**src/rtl/cmpmode_pkg.sv**
```systemverilog
package cmpmode_pkg;

    localparam int NIB_W    = 4;
    localparam int CODE_W   = 2 * NIB_W;
    localparam int CTL_W    = 4;
    localparam int MODE_BIT = 3;
    localparam int XFER_W   = 2;

    typedef logic [NIB_W-1:0]  nib_t;
    typedef logic [CODE_W-1:0] code_t;
    typedef logic [CTL_W-1:0]  ctl_t;

    typedef struct packed {
        logic we_a;
        nib_t wd_a;
        logic we_b;
        nib_t wd_b;
    } acc_wr_t;

    typedef enum logic {
        SEQ_IDLE = 1'b0,
        SEQ_RUN  = 1'b1
    } seq_state_e;

    function automatic code_t join_nibs(input nib_t hi, input nib_t lo);
        return {hi, lo};
    endfunction

    // Result bits land in the top of the nibble; the rest are zero.
    function automatic nib_t xfer_nib(input logic [XFER_W-1:0] res_lo);
        nib_t n;
        n = '0;
        n[NIB_W-1 -: XFER_W] = res_lo;
        return n;
    endfunction

endpackage

```
**src/rtl/cmp_cfg_regs.sv**
```systemverilog
module cmp_cfg_regs
    import cmpmode_pkg::*;
(
    input  logic  clk,
    input  logic  rst,
    input  logic  ctl_wr,
    input  ctl_t  ctl_din,
    input  logic  load_thr,
    input  nib_t  acc_a,
    input  nib_t  acc_b,
    input  logic  conv_wr,
    input  code_t conv_din,
    output ctl_t  ctl_q,
    output logic  cmp_mode,
    output logic  mode_nxt,
    output code_t thr_q,
    output code_t conv_q
);

    ctl_t ctl_nxt;

    always_comb begin
        ctl_nxt  = ctl_wr ? ctl_din : ctl_q;
        mode_nxt = ctl_nxt[MODE_BIT];
    end

    assign cmp_mode = ctl_q[MODE_BIT];

    always_ff @(posedge clk) begin
        if (rst) begin
            ctl_q  <= '0;
            thr_q  <= '0;
            conv_q <= '0;
        end else begin
            ctl_q <= ctl_nxt;
            // threshold is only reachable in comparator mode
            if (load_thr && cmp_mode) begin
                thr_q <= join_nibs(acc_b, acc_a);
            end
            // result is owned by the conversion path
            if (conv_wr && !cmp_mode) begin
                conv_q <= conv_din;
            end
        end
    end

endmodule

```
**src/rtl/cmp_window_seq.sv**
```systemverilog
module cmp_window_seq
    import cmpmode_pkg::*;
#(
    parameter int WIN_CYC = 8
) (
    input  logic clk,
    input  logic rst,
    input  logic start,
    input  logic cmp_mode,
    input  logic mode_nxt,
    input  logic cmp_in,
    output logic dac_en,
    output logic set_evt
);

    localparam int CNT_W = (WIN_CYC > 1) ? $clog2(WIN_CYC) : 1;
    localparam logic [CNT_W-1:0] LAST = CNT_W'(WIN_CYC - 1);

    seq_state_e       st_q;
    logic [CNT_W-1:0] cnt_q;
    logic             at_last;

    assign at_last = (st_q == SEQ_RUN) && (cnt_q == LAST);
    assign dac_en  = (st_q == SEQ_RUN);
    // comparator is sampled on the closing edge of a window that survives
    assign set_evt = at_last && mode_nxt && cmp_in;

    always_ff @(posedge clk) begin
        if (rst) begin
            st_q  <= SEQ_IDLE;
            cnt_q <= '0;
        end else begin
            unique case (st_q)
                SEQ_IDLE: begin
                    cnt_q <= '0;
                    if (start && cmp_mode && mode_nxt) begin
                        st_q <= SEQ_RUN;
                    end
                end
                SEQ_RUN: begin
                    if (!mode_nxt || at_last) begin
                        st_q  <= SEQ_IDLE;
                        cnt_q <= '0;
                    end else begin
                        cnt_q <= cnt_q + 1'b1;
                    end
                end
                default: begin
                    st_q  <= SEQ_IDLE;
                    cnt_q <= '0;
                end
            endcase
        end
    end

endmodule

```
**src/rtl/cmp_flag_unit.sv**
```systemverilog
module cmp_flag_unit (
    input  logic clk,
    input  logic rst,
    input  logic set_evt,
    input  logic irq_ack,
    input  logic skip_test,
    input  logic irq_en,
    output logic adf,
    output logic irq_req,
    output logic skip_hit
);

    always_ff @(posedge clk) begin
        if (rst) begin
            adf <= 1'b0;
        end else if (set_evt) begin
            adf <= 1'b1;
        end else if (irq_ack || skip_test) begin
            adf <= 1'b0;
        end
    end

    assign irq_req  = adf && irq_en;
    assign skip_hit = adf && skip_test;

endmodule

```
**src/rtl/cmp_acc_port.sv**
```systemverilog
module cmp_acc_port
    import cmpmode_pkg::*;
(
    input  logic               clk,
    input  logic               rst,
    input  logic               read_thr,
    input  logic               xfer_conv,
    input  logic               cmp_mode,
    input  code_t              thr_q,
    input  logic [XFER_W-1:0]  res_lo,
    output acc_wr_t            acc_wr
);

    always_ff @(posedge clk) begin
        if (rst) begin
            acc_wr <= '0;
        end else begin
            acc_wr <= '0;
            if (read_thr && cmp_mode) begin
                acc_wr.we_a <= 1'b1;
                acc_wr.wd_a <= thr_q[NIB_W-1:0];
                acc_wr.we_b <= 1'b1;
                acc_wr.wd_b <= thr_q[CODE_W-1:NIB_W];
            end else if (xfer_conv) begin
                acc_wr.we_a <= 1'b1;
                acc_wr.wd_a <= xfer_nib(res_lo);
            end
        end
    end

endmodule

```
**src/rtl/cmpmode_ctrl.sv**
```systemverilog
module cmpmode_ctrl
    import cmpmode_pkg::*;
#(
    parameter int WIN_CYC = 8
) (
    input  logic              clk,
    input  logic              rst,
    input  logic              ctl_wr,
    input  logic [CTL_W-1:0]  ctl_din,
    input  logic [NIB_W-1:0]  acc_a,
    input  logic [NIB_W-1:0]  acc_b,
    input  logic              load_thr,
    input  logic              read_thr,
    input  logic              xfer_conv,
    input  logic              conv_wr,
    input  logic [CODE_W-1:0] conv_din,
    input  logic              start,
    input  logic              cmp_in,
    input  logic              irq_en,
    input  logic              irq_ack,
    input  logic              skip_test,
    output logic [CTL_W-1:0]  ctl_q,
    output logic              cmp_mode,
    output logic [CODE_W-1:0] conv_res,
    output logic [CODE_W-1:0] dac_code,
    output logic              dac_en,
    output logic              adf,
    output logic              irq_req,
    output logic              skip_hit,
    output logic              acc_we_a,
    output logic [NIB_W-1:0]  acc_wd_a,
    output logic              acc_we_b,
    output logic [NIB_W-1:0]  acc_wd_b
);

    logic    mode_nxt;
    code_t   thr_q;
    logic    set_evt;
    acc_wr_t acc_wr;

    cmp_cfg_regs u_regs (
        .clk      (clk),
        .rst      (rst),
        .ctl_wr   (ctl_wr),
        .ctl_din  (ctl_din),
        .load_thr (load_thr),
        .acc_a    (acc_a),
        .acc_b    (acc_b),
        .conv_wr  (conv_wr),
        .conv_din (conv_din),
        .ctl_q    (ctl_q),
        .cmp_mode (cmp_mode),
        .mode_nxt (mode_nxt),
        .thr_q    (thr_q),
        .conv_q   (conv_res)
    );

    cmp_window_seq #(
        .WIN_CYC (WIN_CYC)
    ) u_seq (
        .clk      (clk),
        .rst      (rst),
        .start    (start),
        .cmp_mode (cmp_mode),
        .mode_nxt (mode_nxt),
        .cmp_in   (cmp_in),
        .dac_en   (dac_en),
        .set_evt  (set_evt)
    );

    cmp_flag_unit u_flag (
        .clk       (clk),
        .rst       (rst),
        .set_evt   (set_evt),
        .irq_ack   (irq_ack),
        .skip_test (skip_test),
        .irq_en    (irq_en),
        .adf       (adf),
        .irq_req   (irq_req),
        .skip_hit  (skip_hit)
    );

    cmp_acc_port u_acc (
        .clk       (clk),
        .rst       (rst),
        .read_thr  (read_thr),
        .xfer_conv (xfer_conv),
        .cmp_mode  (cmp_mode),
        .thr_q     (thr_q),
        .res_lo    (conv_res[XFER_W-1:0]),
        .acc_wr    (acc_wr)
    );

    assign dac_code = thr_q;
    assign acc_we_a = acc_wr.we_a;
    assign acc_wd_a = acc_wr.wd_a;
    assign acc_we_b = acc_wr.we_b;
    assign acc_wd_b = acc_wr.wd_b;

endmodule

```
**config.mk**
```make
export PLATFORM = sky130hd
export DESIGN_NAME = cmpmode_ctrl
export DESIGN_NICKNAME = d
export VERILOG_FILES = /design/src/rtl/cmpmode_pkg.sv /design/src/rtl/cmp_cfg_regs.sv /design/src/rtl/cmp_window_seq.sv /design/src/rtl/cmp_flag_unit.sv /design/src/rtl/cmp_acc_port.sv /design/src/rtl/cmpmode_ctrl.sv
export SDC_FILE = /design/constraint.sdc
export NUM_CORES = 1
export LEC_CHECK = 0
export ABC_CLOCK_PERIOD_IN_PS = 1600
export BUFFER_PORTS_ARGS = -buffer_cell sky130_fd_sc_hd__buf_4
export CAP_MARGIN = 20
export CORE_ASPECT_RATIO = 1.25
export CORE_MARGIN = 2
export CORE_UTILIZATION = 47
export CTS_BUF_LIST = sky130_fd_sc_hd__clkbuf_2
export CTS_CLUSTER_SIZE = 20
export DETAILED_ROUTE_END_ITERATION = 8
export GPL_TIMING_DRIVEN = 0
export HOLD_SLACK_MARGIN = 0.12
export MAX_ROUTING_LAYER = met4
export PLACE_DENSITY = 0.88
export RECOVER_POWER = 25
export SLEW_MARGIN = 20
export SYNTH_ARGS = -nofsm -noshare
export SYNTH_HDL_FRONTEND = slang
export SYNTH_HIERARCHICAL = 1
export SYNTH_SLANG_ARGS = --single-unit
```
**constraint.sdc**
```tcl
create_clock -name clk -period 1.6 [get_ports clk]
set_input_delay 0 -clock clk [delete_from_list [all_inputs] [get_ports clk]]
set_output_delay 0 -clock clk [all_outputs]
set_load 0.02 [all_outputs]
```
; ---- After elaboration in Yosys (flattened, before gate mapping)
; Cells that the tools add are included.
[word_totals]
register_bits = 35
latch_bits = 0
ram_bits = 0
rom_bits = 0
out_inout_bits = 35
word_cells = 42
memories = 0
[classes]
add_sub_neg = 1
n_mul = 0
div_mod_pow = 0
magnitude_cmp = 0
n_eq_ne = 1
shifts = 0
mux = 11
bitwise = 2
n_reduce_logical = 16
[ops]
columns = op, n
row1 = $mux 5, 3
row2 = $logic_and 1x1->1, 10
row3 = $pmux 3 s2, 1
row4 = $mux 1, 4
row5 = $mux 4, 1
row6 = $add 3x1->3 const B, 1
row7 = $eq 3x3->1 const B, 1
row8 = $mux 3, 1
row9 = $logic_not 1->1, 2
row10 = $logic_or 1x1->1, 2
row11 = $not 1->1, 2
row12 = $pmux 1 s2, 1
row13 = $reduce_bool 2->1, 1
row14 = $reduce_or 2->1, 1

; ---- Logic depth before layout (Yosys ltp)
[depth]
depth_word = 5
mapped_depth = 5
mapped_depth_nobuf = 5

; ---- By module
; Netlist, hierarchy kept.
[by_module_without_submodules]
columns = mod, n_inst, cells_per_inst, area_per_inst_um2, seq_area_each_um2
row1 = cmp_cfg_regs, 1, 84, 877.1, 400.4
row2 = cmp_acc_port, 1, 26, 294.0, 200.2
row3 = cmp_window_seq, 1, 15, 168.9, 80.1
row4 = cmp_flag_unit, 1, 6, 52.6, 20.0

; ---- Worst setup path before layout
; OpenSTA, ideal clock, no wires.
[synth_timing]
path_kind = flip-flop to flip-flop
startpoint = register u_regs.ctl_q[3]
endpoint = register u_seq.cnt_q[1]
t_arrival_ps = 1264
required_ps = 1485
path_slack_ps = 221
stages_incl_launch_ff = 5
synth_period_minus_slack_ps = 1379
cell_sequence = dfxtp_1 -> buf_6 -> mux2_2 -> and4bb_1 -> and2_1
[synth_between]
elab_chain_len = 5
[synth_rtl]
columns = element, line_no
row1 = from (decl), cmp_cfg_regs.sv:13  ; output ctl_t ctl_q,
row2 = from (signal assigned), cmp_cfg_regs.sv:35  ; ctl_q <= ctl_nxt;
row3 = $mux 4, cmp_cfg_regs.sv:23  ; ctl_nxt = ctl_wr ? ctl_din : ctl_q;
row4 = net mode_nxt, cmpmode_ctrl.sv:36  ; logic mode_nxt;
row5 = $logic_not 1->1, cmp_window_seq.sv:41  ; if (!mode_nxt || at_last) begin
row6 = $logic_or 1x1->1, cmp_window_seq.sv:41
row7 = $mux 3, cmp_window_seq.sv:41
row8 = $pmux 3 s2, cmp_window_seq.sv:33  ; unique case (st_q)
row9 = to (signal assigned), cmp_window_seq.sv:45  ; cnt_q <= cnt_q + 1'b1;
row10 = to (decl), cmp_window_seq.sv:20  ; logic [CNT_W-1:0] cnt_q;
; The timed path passes the listed nets, and every way through them passes these cells.
; A chain may end at the register's enable or synchronous reset.

==> results.py <==
metrics = {
    "setup_path": {
        "r2r_slack_ns": 0.06,
        "r2r_end": "u_flag/adf$_SDFFE_PP0P_",
        "worstSetupStartpoint": "u_flag/adf$_SDFFE_PP0P_",
        "rr_worst_depth": 3,
        "crit_path_end_kind": "flip-flop",
        "cp-start-kind": "flip-flop",
        "r2r-start": "u_flag/adf$_SDFFE_PP0P_",
        "critPathRequiredTime_ns": 1.93,
        "crit_arrival_ns": 1.87,
        "cp_max_fo": 4,
        "crit_type": "reg2reg",
    },
    "timing": {
        "fin_crit_sh": 0.963,
        "hold_viol_final": 0,
        "finalSetupTns_ns": 0,
        "fmax_mhz": 649,
        "clock_skew_ns": 0.0211,
        "rsz0062_at_grt": "false",
        "fin_crit_ns": 1.54,
        "timing.hold.ws_ns": 0.354,
        "tightestPinTransition_ns": 0.292,
        "slew_violations": 0,
        "slew_headroom": 0.805,
        "setup_viol": 0,
    },
    "detailed_routing": {
        "via_count": 1404,
        "first_pass_iters": 4,
        "wire_per_inst_um": 15.1,
        "ant_nets": 0,
        "drt_iter0_drc": 40,
        "drt_drc_violations_left": 0,
        "routed_via_density": 5.05,
        "drt-total-wl_mm": 4.19,
    },
    "yosys": {
        "synthTopCellsByArea": "dfxtp_1, nand4bb_1, nand2b_1",
        "synth_compound_area_frac": 0.138,
        "yosys.area_share.simple": 0.268,
        "syn_avg_cell_area_um2": 10.6,
        "synth_seq_cells": 35,
        "synth_fp_nets": 165,
        "ys.warnings.count": 6,
        "synth_top_family_by_area": "simple AND/OR/NAND/NOR gates",
        "synthXorXnorAreaFrac": 0,
        "synth-edff-count": 0,
        "synth_area_um2": 1390,
        "yosys.area.top_type": "dfxtp_1",
        "ys_async_sr_fraction": 0,
        "synth_mux_area_frac": 0.0296,
        "synth_adder_area_share": 0.0180,
        "synth-seq-area-share": 0.503,
        "yosysMostFrequentCell": "dfxtp_1",
        "yosysUniqueCellTypes": 31,
        "synthTopCellsByCount": "dfxtp_1, nand3_1, a21oi_1, nand2b_1",
        "synthCells": 131,
        "synth_top_area_share": 0.503,
        "synthFlopType": "dfxtp_1",
    },
    "grt": {
        "grt_start_max_net_pins": 18,
        "use_met1": 0.281,
        "grtUsageMet2": 0.483,
        "use_met3": 0.0714,
        "grt_first_pass_wirelength_mm": 6.76,
        "grt.busiest_layer": "met2",
        "grt_use_total": 0.274,
        "grt_pass1_vias": 1482,
        "antenna_found_initial": 0,
        "overflow": 0,
    },
    "final_layout": {
        "fin_nets": 275,
        "drive_above_1_share": 0.326,
        "postLayoutCellArea_um2": 2290,
        "area_growth_pct": 64.2,
        "diodes": 0,
        "fillers": 193,
    },
    "clock_tree": {
        "cts_max_level": 2,
        "clk-insertion-delay-late_ns": 0.38,
        "path_clk_slew_ns": 0.18,
        "tritoncts": "yes",
        "cts.sinks": 35,
        "clock_path_buffers": 2,
        "cts_setup_buffers": 0,
        "cts_buffers": 5,
        "cts-root-buf": "clkbuf_2",
    },
    "power_and_ir_drop": {
        "p_leak_nw": 0.968,
        "peakVddDrop_v": 0.000683,
        "powerDensity_nw_per_um2": 723,
    },
    "min_path": {
        "min-delay-start": "irq_en",
        "hp-class": "in2out",
        "holdPathEnd": "irq_req",
        "hold_depth": 3,
    },
    "floorplanning": {
        "die_y_um": 64.9,
        "initial_core_util": 0.482,
        "die_area_um2": 3420,
        "io_pins": 67,
        "core_area_um2": 2890,
        "die_w_um": 52.7,
        "rows": 22,
    },
    "placement": {
        "placed_area_um2": 1930,
        "gp_congestion": 0.724,
        "port-buffer-count": 65,
        "dp_hpwl_mm": 2.51,
    },
    "job": {
        "maxCapViolCount": 0,
    },
    "run_status": {
        "status": "finished clean",
    },
}
cells in the final DEF (no fill, tap or decap), types with 3 or more instances in the layout:
cell type      netlist  layout
nand4bb_1            8       8
o21ai_0              5       5
nand2b_1            10      10
nand3_1             12      12
buf_4                2      51
clkbuf_2             1       8
dlygate4sd3_1        0      38
o21ai_1              3       3
dfxtp_1             35      34
a21bo_2              6       6
a21oi_1             11      11
and2_1               8       8
nor2_1               4       4
clkbuf_1             0      16
mux2i_1              3       3
area by class of cell:
type | instances | area, um^2 | area share
timing repair buffer | 103 | 808 | 0.353
multi-input combinational | 88 | 632 | 0.276
sequential | 35 | 702 | 0.307
buffer | 7 | 56.3 | 0.0246
clock inverter | 1 | 5.00 | 0.00219
inverter | 1 | 3.75 | 0.00164
tap | 36 | 45.0 | 0.0197
clock buffer | 7 | 35.0 | 0.0153
cell families after synthesis:
kind of cell / count (synthesis)
flip-flops: 35
multiplexers: 4
AND/OR/NAND/NOR: 53
buffers and inverters: 8
AO/OA/AOI/OAI: 29
adder cells (fa/ha/maj): 2
critical path: stages, from the launching register on:
cell and delay [ns]:
dfxtp_1 0.41, or3b_1 0.37, dlygate4sd3_1 0.56, a21oi_1 0.15
timing repair:
action	4_1_cts	5_1_grt
hold buffers	38	0
endpoints found under the setup margin	0	7
resized for setup	0	1
endpoints found under the hold margin	33	0
state kept, by name, indices dropped and copies added (netlist names):
signal,flops
u_flag/adf,1
u_seq/cnt_q,3
u_regs/conv_q,8
u_acc/acc_wr,10
u_regs/thr_q,8
u_regs/ctl_q,4
u_seq/dac_en,1
metal layers:
layer  part of all wire  up-vias
li1                   -      678
met1               0.38      655
met2               0.54       64
met3              0.056        7
met4              0.018        0
met5                  0        -
metrics by stage:
step | power [mW] | worst slack [ns] | utilization | instances
6_report | 1.65 | 0.0587 | 0.791 | 278
4_1_cts | 1.65 | 0.0183 | 0.812 | 278
2_1_floorplan | 1.06 | 0.221 | - | 131
5_1_grt | 1.73 | 0.00975 | 0.791 | 278
3_5_place_dp | 1.20 | 0.124 | 0.666 | 232
3_3_place_gp | 1.18 | 0.173 | 0.666 | 232
worst max-delay path by stage:
stage / to / slack [ns] / cells past startpoint
after floorplan: u_seq/cnt_q[1]$_SDFF_PP0_ / 0.22 / 4
after global placement: u_seq/cnt_q[1]$_SDFF_PP0_ / 0.17 / 4
after detailed placement: u_seq/cnt_q[1]$_SDFF_PP0_ / 0.12 / 4
after CTS: u_regs/conv_q[0]$_SDFFE_PP0P_ / 0.02 / 3
after global routing: u_flag/adf$_SDFFE_PP0P_ / 0.01 / 3
final: u_flag/adf$_SDFFE_PP0P_ / 0.06 / 3
power breakdown:
part           internal, mW  leakage (nW)  switching, mW
logic                 0.185         0.650          0.140
registers             0.901         0.285         0.0241
clock network         0.119        0.0330          0.285
total                  1.21         0.968          0.449
Note: power is estimated with default switching activity, not from simulation.
